$ cat src/rtl/shr_arb_pkg.sv
`timescale 1ns/1ps
package shr_arb_pkg;
  typedef enum logic [1:0] {
    OWN_PRI      = 2'd0,
    OWN_SEC      = 2'd1,
    OWN_SEC_ONCE = 2'd2
  } owner_e;

  localparam int STB_BANK    = 0;
  localparam int STB_SEL     = 1;
  localparam int STB_AUX     = 2;
  localparam int STB_RECLAIM = 3;
  localparam int NUM_STB     = 4;
endpackage

$ cat src/rtl/shr_addr_decode.sv
`timescale 1ns/1ps
module shr_addr_decode #(
  parameter int ADDR_W  = 8,
  parameter int NUM_STB = 4,
  parameter logic [NUM_STB*ADDR_W-1:0] MAP = '0
) (
  input  logic [ADDR_W-1:0]  addr_i,
  output logic [NUM_STB-1:0] hit_o
);
  for (genvar i = 0; i < NUM_STB; i++) begin : g_cmp
    assign hit_o[i] = (addr_i == MAP[i*ADDR_W +: ADDR_W]);
  end
endmodule

$ cat src/rtl/shr_sub_sel.sv
`timescale 1ns/1ps
module shr_sub_sel #(
  parameter int DATA_W  = 8,
  parameter int SEL_W   = 3,
  parameter int SEL_LSB = 4
) (
  input  logic              clk_i,
  input  logic              rst_ni,
  input  logic              load_i,
  input  logic [DATA_W-1:0] data_i,
  output logic [SEL_W-1:0]  sel_o
);
  always_ff @(posedge clk_i or negedge rst_ni) begin
    if (!rst_ni)     sel_o <= '0;
    else if (load_i) sel_o <= data_i[SEL_LSB +: SEL_W];
  end
endmodule

$ cat src/rtl/shr_owner_fsm.sv
`timescale 1ns/1ps
module shr_owner_fsm
  import shr_arb_pkg::*;
(
  input  logic   clk_i,
  input  logic   rst_ni,
  input  logic   dv_i,
  input  logic   reclaim_i,
  input  logic   grant_i,
  input  logic   grant_once_i,
  output owner_e owner_o
);
  owner_e owner_d;

  always_comb begin
    owner_d = owner_o;
    if (dv_i) begin
      if (reclaim_i) owner_d = OWN_PRI;
      else begin
        unique case (owner_o)
          OWN_PRI: begin
            if (grant_i)           owner_d = OWN_SEC;
            else if (grant_once_i) owner_d = OWN_SEC_ONCE;
          end
          OWN_SEC_ONCE: owner_d = OWN_PRI;  // single strobe consumed
          default:      owner_d = owner_o;
        endcase
      end
    end
  end

  always_ff @(posedge clk_i or negedge rst_ni) begin
    if (!rst_ni) owner_o <= OWN_PRI;
    else         owner_o <= owner_d;
  end
endmodule

$ cat src/rtl/shr_reg_arbiter.sv
`timescale 1ns/1ps
module shr_reg_arbiter
  import shr_arb_pkg::*;
#(
  parameter int          ADDR_W       = 8,
  parameter int          DATA_W       = 8,
  parameter int          SEL_W        = 3,
  parameter int          SEL_LSB      = 4,
  parameter int          MODE_LSB     = 5,
  parameter logic [7:0]  ADDR_BANK    = 8'h7A,
  parameter logic [7:0]  ADDR_SEL     = 8'h78,
  parameter logic [7:0]  ADDR_AUX     = 8'hFA,
  parameter logic [7:0]  ADDR_RECLAIM = 8'hFB,
  parameter int          HANDOFF_SEL  = 6,
  parameter int          MODE_SUB     = 5
) (
  input  logic               clk_i,
  input  logic               rst_ni,
  input  logic [ADDR_W-1:0]  addr_i,
  input  logic [DATA_W-1:0]  data_i,
  input  logic               rd_i,
  input  logic               dv_i,
  output logic               sec_dv_o,
  output logic [3:0]         pri_stb_o,
  output logic [SEL_W-1:0]   sub_addr_o
);
  localparam logic [NUM_STB*ADDR_W-1:0] MAP = {
    ADDR_W'(ADDR_RECLAIM), ADDR_W'(ADDR_AUX), ADDR_W'(ADDR_SEL), ADDR_W'(ADDR_BANK)};
  localparam logic [1:0] MODE_KEEP = 2'b11;
  localparam logic [1:0] MODE_ONCE = 2'b10;

  logic [NUM_STB-1:0] hit;
  owner_e             owner_q;
  logic               pri_own;
  logic               sel_wr, bank_mode_wr;
  logic [1:0]         mode_f;
  logic               grant, grant_once, reclaim;

  shr_addr_decode #(.ADDR_W(ADDR_W), .NUM_STB(NUM_STB), .MAP(MAP)) u_dec (
    .addr_i (addr_i),
    .hit_o  (hit)
  );

  assign pri_own  = (owner_q == OWN_PRI);
  assign sec_dv_o = dv_i & ~pri_own;

  // reclaim register is decoded by the primary board alone
  for (genvar i = 0; i < NUM_STB; i++) begin : g_stb
    if (i == STB_RECLAIM) begin : g_any
      assign pri_stb_o[i] = dv_i & hit[i];
    end else begin : g_own
      assign pri_stb_o[i] = dv_i & hit[i] & pri_own;
    end
  end

  assign sel_wr       = pri_stb_o[STB_SEL] & ~rd_i;
  assign mode_f       = data_i[MODE_LSB +: 2];
  assign bank_mode_wr = pri_stb_o[STB_BANK] & ~rd_i & (sub_addr_o == SEL_W'(MODE_SUB));
  assign grant        = (sel_wr & (data_i[SEL_LSB +: SEL_W] == SEL_W'(HANDOFF_SEL)))
                      | (bank_mode_wr & (mode_f == MODE_KEEP));
  assign grant_once   = bank_mode_wr & (mode_f == MODE_ONCE);
  assign reclaim      = pri_stb_o[STB_RECLAIM] & rd_i;

  shr_sub_sel #(.DATA_W(DATA_W), .SEL_W(SEL_W), .SEL_LSB(SEL_LSB)) u_sel (
    .clk_i  (clk_i),
    .rst_ni (rst_ni),
    .load_i (sel_wr),
    .data_i (data_i),
    .sel_o  (sub_addr_o)
  );

  shr_owner_fsm u_fsm (
    .clk_i        (clk_i),
    .rst_ni       (rst_ni),
    .dv_i         (dv_i),
    .reclaim_i    (reclaim),
    .grant_i      (grant),
    .grant_once_i (grant_once),
    .owner_o      (owner_q)
  );
endmodule

$ cat config.mk
export PLATFORM = sky130hd
export DESIGN_NAME = shr_reg_arbiter
export DESIGN_NICKNAME = d
export VERILOG_FILES = /design/src/rtl/shr_arb_pkg.sv /design/src/rtl/shr_addr_decode.sv /design/src/rtl/shr_sub_sel.sv /design/src/rtl/shr_owner_fsm.sv /design/src/rtl/shr_reg_arbiter.sv
export SDC_FILE = /design/constraint.sdc
export NUM_CORES = 1
export LEC_CHECK = 0
export BUFFER_PORTS_ARGS = -buffer_cell sky130_fd_sc_hd__buf_2
export CAP_MARGIN = 30
export CORE_AREA = 3 3 40 42
export DETAILED_ROUTE_END_ITERATION = 8
export DIE_AREA = 0 0 43 45
export PLACE_DENSITY = 0.56
export SLEW_MARGIN = 20
export SYNTH_ARGS = -nofsm -noshare
export SYNTH_HDL_FRONTEND = slang
export SYNTH_SLANG_ARGS = --single-unit
$ cat constraint.sdc
create_clock -name clk_i -period 1.8 [get_ports clk_i]
set_input_delay 0.09 -clock clk_i [delete_from_list [all_inputs] [get_ports clk_i]]
set_output_delay 0.09 -clock clk_i [all_outputs]
set_load 0.02 [all_outputs]
==> summary.txt, run 1 <==
EDFF count, synth - 0
Synth Cell Area - 340 sq um
fmax - 552 MHz
number of port buffers - 22
CTS root buf - clkbuf_4
core box area - 1280 sq um
WL/cell - 10.4 um
clk_skew - 3.35 ps
synthesized net count - 52
Fill cells - 135
Max IR drop VDD - 0.000304 V
worst path required time - 1920 ps
Clock Sink Count - 5
TritonCTS clock tree - yes
final wirelength - 814 um
DP Area - 492 sq um
pwr/cell area - 514 nW/um^2
area occupied by multi-input gates - 220 sq um
Worst setup EP type - register
# rows - 13
worst r2r path cells - 4
Die Area - 1940 sq um
Worst Setup Start Kind - register
flops & latches, synth - 5
HP Start - data_i[4]
synth unique cells - 22
layout cells sized above 1 - 0.619
Mapped Avg Cell Area - 10.6 sq um
Core Util, Final - 0.431
crit path DAT - 1930 ps
Worst-path clk slew - 40 ps
NumNets Final - 84
Rel. slew slack - 0.809
initial antenna violation count - 0
P_leak - 0.290 nW
Detailed Routing Iterations Pass 1 - 4
Die W - 43 um
overall power - 0.285 mW
via count - 357
# DRC - 0
IO Count - 28
Mapped Cells - 32
GP Congestion - 0.687
CP Launch Point - u_fsm.owner_o[0]$_DFFE_PN0P_
FF-to-FF Start - u_fsm.owner_o[0]$_DFFE_PN0P_
setup violators final - 3
post-route minimum period - 1810 ps
dpl ws - -65.2 ps
post-route ant nets - 0
DR vias/cell - 4.58
critical path fanouts, max - 3
global-route wire length before repair - 1460 um
Max Slew Vio Count - 0
sequential share of the synthesized area - 0.368
Synth warnings - 0
Diodes inserted - 0
top_reg_cell synth - dfrtp_1
total gr overflow - 0
register area - 125 sq um
worst slew pin tran - 285 ps
violated checks - negative setup slack
Synth async-reset ratio - 1.00
CTS H-tree lvls - 1
number of buffers created by CTS - 3
detailed placer's ending HPWL - 705 um
min-delay worst type - input pin to register
pin count of the biggest net entering global routing - 6
Final WS setup - -11.5 ps
RSZ-0062 raised after global routing - yes
post-route clock period utilization - 1.01
status - finished with violations
clock latency on the worst-skew pair - 240 ps
vias in the first global route - 367
Tot GR Track Use - 0.101
Crit Path Class - register to register
hold depth - 2
max-cap violations - 0
cell area after layout - 554 sq um
area grow syn2layout - 62.9%
Initial Util - 0.265
DRT iter0 DRCs - 3
clk buf depth - 2
Die H - 45 um
Final Hold Fails - 0
==> synth_stat cells, drive strengths merged (2+ instances only) <==
cell type  instances  area, sq um
dfrtp              5          125
or3                2         22.5
and2               2         12.5
nor3               2         21.3
nand3              2         10.0
inv                2         7.51
mux2               3         33.8
==> power by group <==
group	internal, mW	switching, mW	leakage, nW
registers	0.115	0.00119	0.0696
clock network	0.0834	0.0405	0.0150
logic	0.0236	0.0211	0.206
total	0.222	0.0628	0.290
==> critical path: stages (launching register included) <==
cell     delay, ps
dfrtp_1        370
or3_4          370
or3_4          400
nor3_4         190
mux2_2         360
==> final timing paths <==
check,end,slack [ps]
max,u_sel.sel_o[0]$_DFFE_PN0P_,-10
min,u_sel.sel_o[0]$_DFFE_PN0P_,110
max reg2reg,u_sel.sel_o[0]$_DFFE_PN0P_,-10
min reg2reg,u_sel.sel_o[0]$_DFFE_PN0P_,520
max in group asynchronous,u_sel.sel_o[1]$_DFFE_PN0P_,1480
min in group asynchronous,u_fsm.owner_o[1]$_DFFE_PN0P_,190
==> per-layer routing <==
| layer | vias up | wire [um] | global-route usage |
|---|---|---|---|
| li1 | 184 | - | - |
| met1 | 158 | 302 | 0.120 |
| met2 | 13 | 426 | 0.168 |
| met3 | 2 | 68 | 0.0159 |
| met4 | 0 | 17 | 0.0723 |
| met5 | - | 0 | 0 |
==> cell type report <==
cell class | instances | share of cell area
sequential | 5 | 0.226
inverter | 2 | 0.0135
clock buffer | 4 | 0.0474
tap | 15 | 0.0339
multi-input combinational | 25 | 0.397
timing repair buffer | 27 | 0.282
==> placed cells by master (no fill, tap or decap), drive strengths merged <==
cell         count
o2bb2ai          1
or3              2
inv              2
nor3b            1
a31o             1
dfrtp            5
and2b            1
and2             2
nand4            1
nor4             1
nor2             1
mux2             3
or4bb            1
o31a             1
nor3             2
nand2b           1
nand3            2
nand2            1
dlygate4sd3      1
clkbuf           4
o21a             1
buf             26
and4b            1
nor4bb           1
==> timing repair <==
item	CTS	global route
pin swaps	4	1
setup endpoints to repair	4	6
gates cloned	0	0
buffers inserted	1	0
gates resized for setup	3	2
hold buffers	1	0
hold endpoints to repair	5	0
==> per-stage QoR <==
| step | hold slack (ps) | setup TNS, ps | instances |
|---|---|---|---|
| after floorplan | -206 | -45.2 | 32 |
| after global placement | -94.6 | -177 | 72 |
| after detailed placement | -93.8 | -177 | 72 |
| after CTS | 106 | -146 | 78 |
| after global routing | 106 | -283 | 78 |
| final | 110 | -27.2 | 78 |
==> registers in the layout (all words and copies together) (netlist names) <==
register / flops
u_fsm.owner_o: 2
u_sel.sel_o: 3
==> kinds of logic after synthesis <==
family / share of synthesized area
AOI/OAI and AO/OA: 0.0993
buffers and inverters: 0.0221
DFF: 0.368
muxes: 0.0993
and+or+nand+nor: 0.412
(Power assumes the default switching activity.)
==> run 2, diff against run 1 <==
Settings changed: RECOVER_POWER set to 100.
==> summary.txt, run 2 (same netlist as run 1, synthesis figures left out) <==
status - finished with violations
violated checks - negative setup slack
Core Util, Final - 0.426
worst r2r path cells - 4
Crit Path Class - register to register
total gr overflow - 0
R2R Setup Slk - -9 ps
Max IR drop VDD - 0.000302 V
Max Slew Vio Count - 0
pwr/cell area - 519 nW/um^2
crit path DAT - 1920 ps
via count - 354
worst path required time - 1920 ps
Die Area - 1940 sq um
pin count of the biggest net entering global routing - 6
clk_skew - 3.37 ps
clock latency on the worst-skew pair - 240 ps
DRT iter0 DRCs - 3
Die W - 43 um
post-route clock period utilization - 1.01
CP most frequent cell - or3_4
cell area after layout - 547 sq um
number of port buffers - 22
area occupied by multi-input gates - 220 sq um
Diodes inserted - 0
global-route wire length before repair - 1460 um
Final WS setup - -9.04 ps
register area - 125 sq um
WL/cell - 10.4 um
DP Area - 492 sq um
core box area - 1280 sq um
top flop regs - u_sel.sel_o x3, u_fsm.owner_o x2
NumNets Final - 84
CP endpoint - u_sel.sel_o[0]$_DFFE_PN0P_
max-cap violations - 0
register bank with the most flops - u_sel.sel_o
detailed placer's ending HPWL - 705 um
Detailed Routing Iterations Pass 1 - 4
initial antenna violation count - 0
CTS root buf - clkbuf_4
RSZ-0062 raised after global routing - yes
fmax - 553 MHz
DR vias/cell - 4.54
number of buffers created by CTS - 3
post-route minimum period - 1810 ps
GP Congestion - 0.687
CP Launch Point - u_fsm.owner_o[0]$_DFFE_PN0P_
area grow syn2layout - 60.7%
min-delay worst type - input pin to register
commonest cells after routing, fill and taps aside - 15 x buf_2, 7 x clkbuf_1, 5 x dfrtp_1
CP Cell Sequence - or3_4, or3_4, nor3_4, mux2_2
layout cells sized above 1 - 0.524
Fill cells - 135
Rel. slew slack - 0.809
critical path fanouts, max - 3
setup violators final - 3
CTS H-tree lvls - 1
Crit path largest cell delay - 400 ps
# DRC - 0
Clock Sink Count - 5
Die H - 45 um
vias in the first global route - 367
slowest stage cell, crit path - or3_4
post-route ant nets - 0
clk buf depth - 2
Tot GR Track Use - 0.101
# rows - 13
IO Count - 28
FF-to-FF Start - u_fsm.owner_o[0]$_DFFE_PN0P_
Initial Util - 0.265
final wirelength - 810 um
dpl ws - -65.2 ps
worst slew pin tran - 285 ps
Reg-to-Reg End - u_sel.sel_o[0]$_DFFE_PN0P_
Worst-path clk slew - 40 ps
Worst Setup Start Kind - register
number of flip-flops in the largest register - 3
most common cell after layout, fill and taps aside - buf_2
Worst setup EP type - register
Final Hold Fails - 0
TritonCTS clock tree - yes
P_leak - 0.266 nW
[run 2: cell count changes in the layout (fill, tap and decap cells not counted)]
| cell | delta |
|---|---|
| clkbuf_1 | +6 |
| buf_2 | -6 |
[run 2: worst min-delay path by stage]
stage | endpoint | slack (ps) | cells after the start | startpoint
after floorplan | u_fsm.owner_o[0]$_DFFE_PN0P_ | -210 | 0 | rst_ni
after global placement | u_fsm.owner_o[1]$_DFFE_PN0P_ | -90 | 1 | rst_ni
after detailed placement | u_fsm.owner_o[1]$_DFFE_PN0P_ | -90 | 1 | rst_ni
after CTS | u_sel.sel_o[0]$_DFFE_PN0P_ | 110 | 2 | data_i[4]
after global routing | u_sel.sel_o[0]$_DFFE_PN0P_ | 110 | 2 | data_i[4]
final | u_sel.sel_o[0]$_DFFE_PN0P_ | 110 | 2 | data_i[4]
[run 2: stage by stage]
stage / hold WS (ps) / power [mW] / std cells / setup TNS (ps)
after floorplan: -206 / 0.131 / 32 / -45.2
after global placement: -94.6 / 0.157 / 72 / -177
after detailed placement: -93.8 / 0.158 / 72 / -177
after CTS: 106 / 0.292 / 78 / -146
after global routing: 106 / 0.303 / 78 / -283
final: 110 / 0.284 / 78 / -19.7
[run 2: layout make-up]
class                           count  share of cell area
Tap cell                           15              0.0343
Sequential cell                     5               0.229
Clock buffer                        4              0.0481
Multi-Input combinational cell     25               0.403
Inverter                            2              0.0137
Timing Repair Buffer               27               0.272
[run 2: metal layers]
layer	GRT usage	share of wire	vias up
met3	0.0159	0.084	2
met5	0	0	-
li1	-	-	184
met4	0.0723	0.021	0
met2	0.168	0.52	13
met1	0.120	0.37	155
[run 2: worst max-delay path: cells and delay by family (launching register included)]
| family | cells | cell delay [ps] |
|---|---|---|
| flip-flops | 1 | 370 |
| AND/OR/NAND/NOR | 3 | 960 |
| multiplexers | 1 | 360 |
[run 2: timing repair]
item,CTS,global route
setup buffers,1,0
endpoints found under the setup margin,4,6
hold buffers,1,0
gates resized for setup,3,2
cloned,0,0
pin swaps,4,1
endpoints found under the hold margin,5,0
[run 2: power by group]
part | internal (mW) | leakage (nW) | switching (mW) | total [mW]
sequential | 0.115 | 0.0696 | 0.00123 | 0.116
clock | 0.0834 | 0.0150 | 0.0405 | 0.124
combinational | 0.0227 | 0.181 | 0.0212 | 0.0439
total | 0.221 | 0.266 | 0.0629 | 0.284
==> run 3, diff against run 2 <==
Settings changed: PLACE_DENSITY 0.56 to 0.59, SYNTH_HIERARCHICAL set to 1.
==> summary.txt, run 3 <==
Synth warnings - 6
Synth async-reset ratio - 1.00
fmax - 620 MHz
sequential share of the synthesized area - 0.334
Die W - 43 um
DR vias/cell - 4.88
synth unique cells - 23
DP Area - 503 sq um
# rows - 13
crit path DAT - 1730 ps
top_reg_cell synth - dfrtp_1
Crit Path Class - register to register
Worst setup EP type - register
Rel. slew slack - 0.784
register bank with the most flops - u_sel/sel_o
WHS - 115 ps
area grow syn2layout - 40.8%
Final Hold Fails - 0
P_leak - 0.246 nW
clk buf depth - 2
setup violators final - 0
max-cap violations - 0
Clock Sink Count - 5
worst path required time - 1910 ps
top cell type's share of synthesized area - 0.334
adder-cell share of the synthesized area - 0
Diodes inserted - 0
Worst Setup Start Kind - register
critical path fanouts, max - 6
detailed placer's ending HPWL - 789 um
# DRC - 0
via count - 400
Setup Buffers After CTS - 0
overall power - 0.281 mW
IO Count - 28
Synth Area in Compound Gates - 0.0769
largest family of logic cells by synthesized area - simple AND/OR/NAND/NOR gates
Top Metal Used - met3
flops & latches, synth - 5
final wirelength - 912 um
Final TNS setup - 0 ps
core box area - 1280 sq um
synth cell count leaders - 5 x dfrtp_1, 4 x nor2_1
RSZ-0062 raised after global routing - no
total gr overflow - 0
number of flip-flops in the largest register - 3
commonest cells after routing, fill and taps aside - 13 x buf_2, 10 x clkbuf_1, 5 x dfrtp_1
Post-CTS Resized - 0
Post-Route M1 WL - 434 um
xor and xnor area share after synthesis - 0
Core Util, Final - 0.410
Fill cells - 149
Die H - 45 um
dpl ws - 191 ps
post-route ant nets - 0
cell with the most instances after synthesis - dfrtp_1
Tot GR Track Use - 0.105
Max Slew Vio Count - 0
Die Area - 1940 sq um
TritonCTS clock tree - yes
EDFF count, synth - 0
CTS H-tree lvls - 1
synthesized net count - 60
WL/cell - 11.1 um
Worst-path clk slew - 40 ps
status - finished, final reports clean
most common cell after layout, fill and taps aside - buf_2
min-delay worst type - input pin to register
routed length on met2 - 393 um
clock latency on the worst-skew pair - 230 ps
number of buffers created by CTS - 3
post-route minimum period - 1610 ps
Placed Cells - 77
Synth Area in Simple Gates - 0.488
Mapped Avg Cell Area - 9.35 sq um
post-route clock period utilization - 0.896
number of port buffers - 22
vias in the first global route - 383
NumNets Final - 88
GP Congestion - 0.726
initial antenna violation count - 0
Final WS setup - 187 ps
Mapped Cells - 40
CTS Hold Buffers Added - 1
CTS root buf - clkbuf_4
worst slew pin tran - 323 ps
Initial Util - 0.291
layout cells sized above 1 - 0.358
post-synth top area cell - dfrtp_1
pwr/cell area - 533 nW/um^2
mux contribution to synthesized area - 0.0903
clk_skew - 0.742 ps
Synth Cell Area - 374 sq um
DRT iter0 DRCs - 6
global-route wire length before repair - 1550 um
largest cells by area after synthesis - dfrtp_1 33%, mux2_2 9.0%, and3_1 5.0%
Detailed Routing Iterations Pass 1 - 2
pin count of the biggest net entering global routing - 12
top flop regs - u_sel/sel_o x3, u_fsm/owner_o x2
Max IR drop VDD - 0.000295 V
DR WL met3 - 84 um
cell area after layout - 527 sq um
Final Non-Filler Cells - 82
[run 3: cell types whose count changed after synthesis, moves of 2 or more]
cell	change
a21oi_1	+3
and3_1	+3
nor2_1	+3
nand4_1	+2
or3_4	-2
[run 3: layer usage]
layer | global-route usage | vias up
li1 | - | 207
met1 | 0.144 | 174
met2 | 0.159 | 19
met3 | 0.0159 | 0
met4 | 0.0542 | 0
met5 | 0 | -
[run 3: worst max-delay path, cell delays in order, from the launching register on]
cell     delay, ps
dfrtp_1        420
nor2_1         300
and3_1         230
and2b_1        190
mux2_2         350
[run 3: cell families (layout without fill, tap and decap cells)]
| family | Yosys count | after routing |
|---|---|---|
| AND/OR/NAND/NOR | 26 | 26 |
| AO/OA/AOI/OAI | 5 | 5 |
| flip-flops | 5 | 5 |
| multiplexers | 3 | 3 |
| buffers and inverters | 1 | 28 |
[run 3: final timing paths]
check	cells after the start	slack [ps]	from	to
worst min register to register	1	530	u_sel/sel_o[1]$_DFFE_PN0P_	u_sel/sel_o[1]$_DFFE_PN0P_
worst min-delay path	2	110	data_i[4]	u_sel/sel_o[0]$_DFFE_PN0P_
worst max register to register	4	190	u_fsm/owner_o[1]$_DFFE_PN0P_	u_sel/sel_o[2]$_DFFE_PN0P_
worst max-delay path	4	190	u_fsm/owner_o[1]$_DFFE_PN0P_	u_sel/sel_o[2]$_DFFE_PN0P_
max in group asynchronous	2	1380	rst_ni	u_fsm/owner_o[1]$_DFFE_PN0P_
min in group asynchronous	2	220	rst_ni	u_sel/sel_o[2]$_DFFE_PN0P_
[run 3: report_power, final]
group / internal (mW) / switching [mW]
sequential: 0.115 / 0.00121
combinational: 0.0208 / 0.0214
clock: 0.0834 / 0.0390
total: 0.219 / 0.0616
[run 3: final cells by class]
| cell class | count | area [sq um] | area share |
|---|---|---|---|
| multi-input cells | 34 | 244 | 0.463 |
| well taps | 15 | 18.8 | 0.0356 |
| clock buffers | 4 | 26.3 | 0.0499 |
| repair buffers | 23 | 109 | 0.207 |
| flip-flops and latches | 5 | 125 | 0.238 |
| inverters | 1 | 3.75 | 0.00713 |
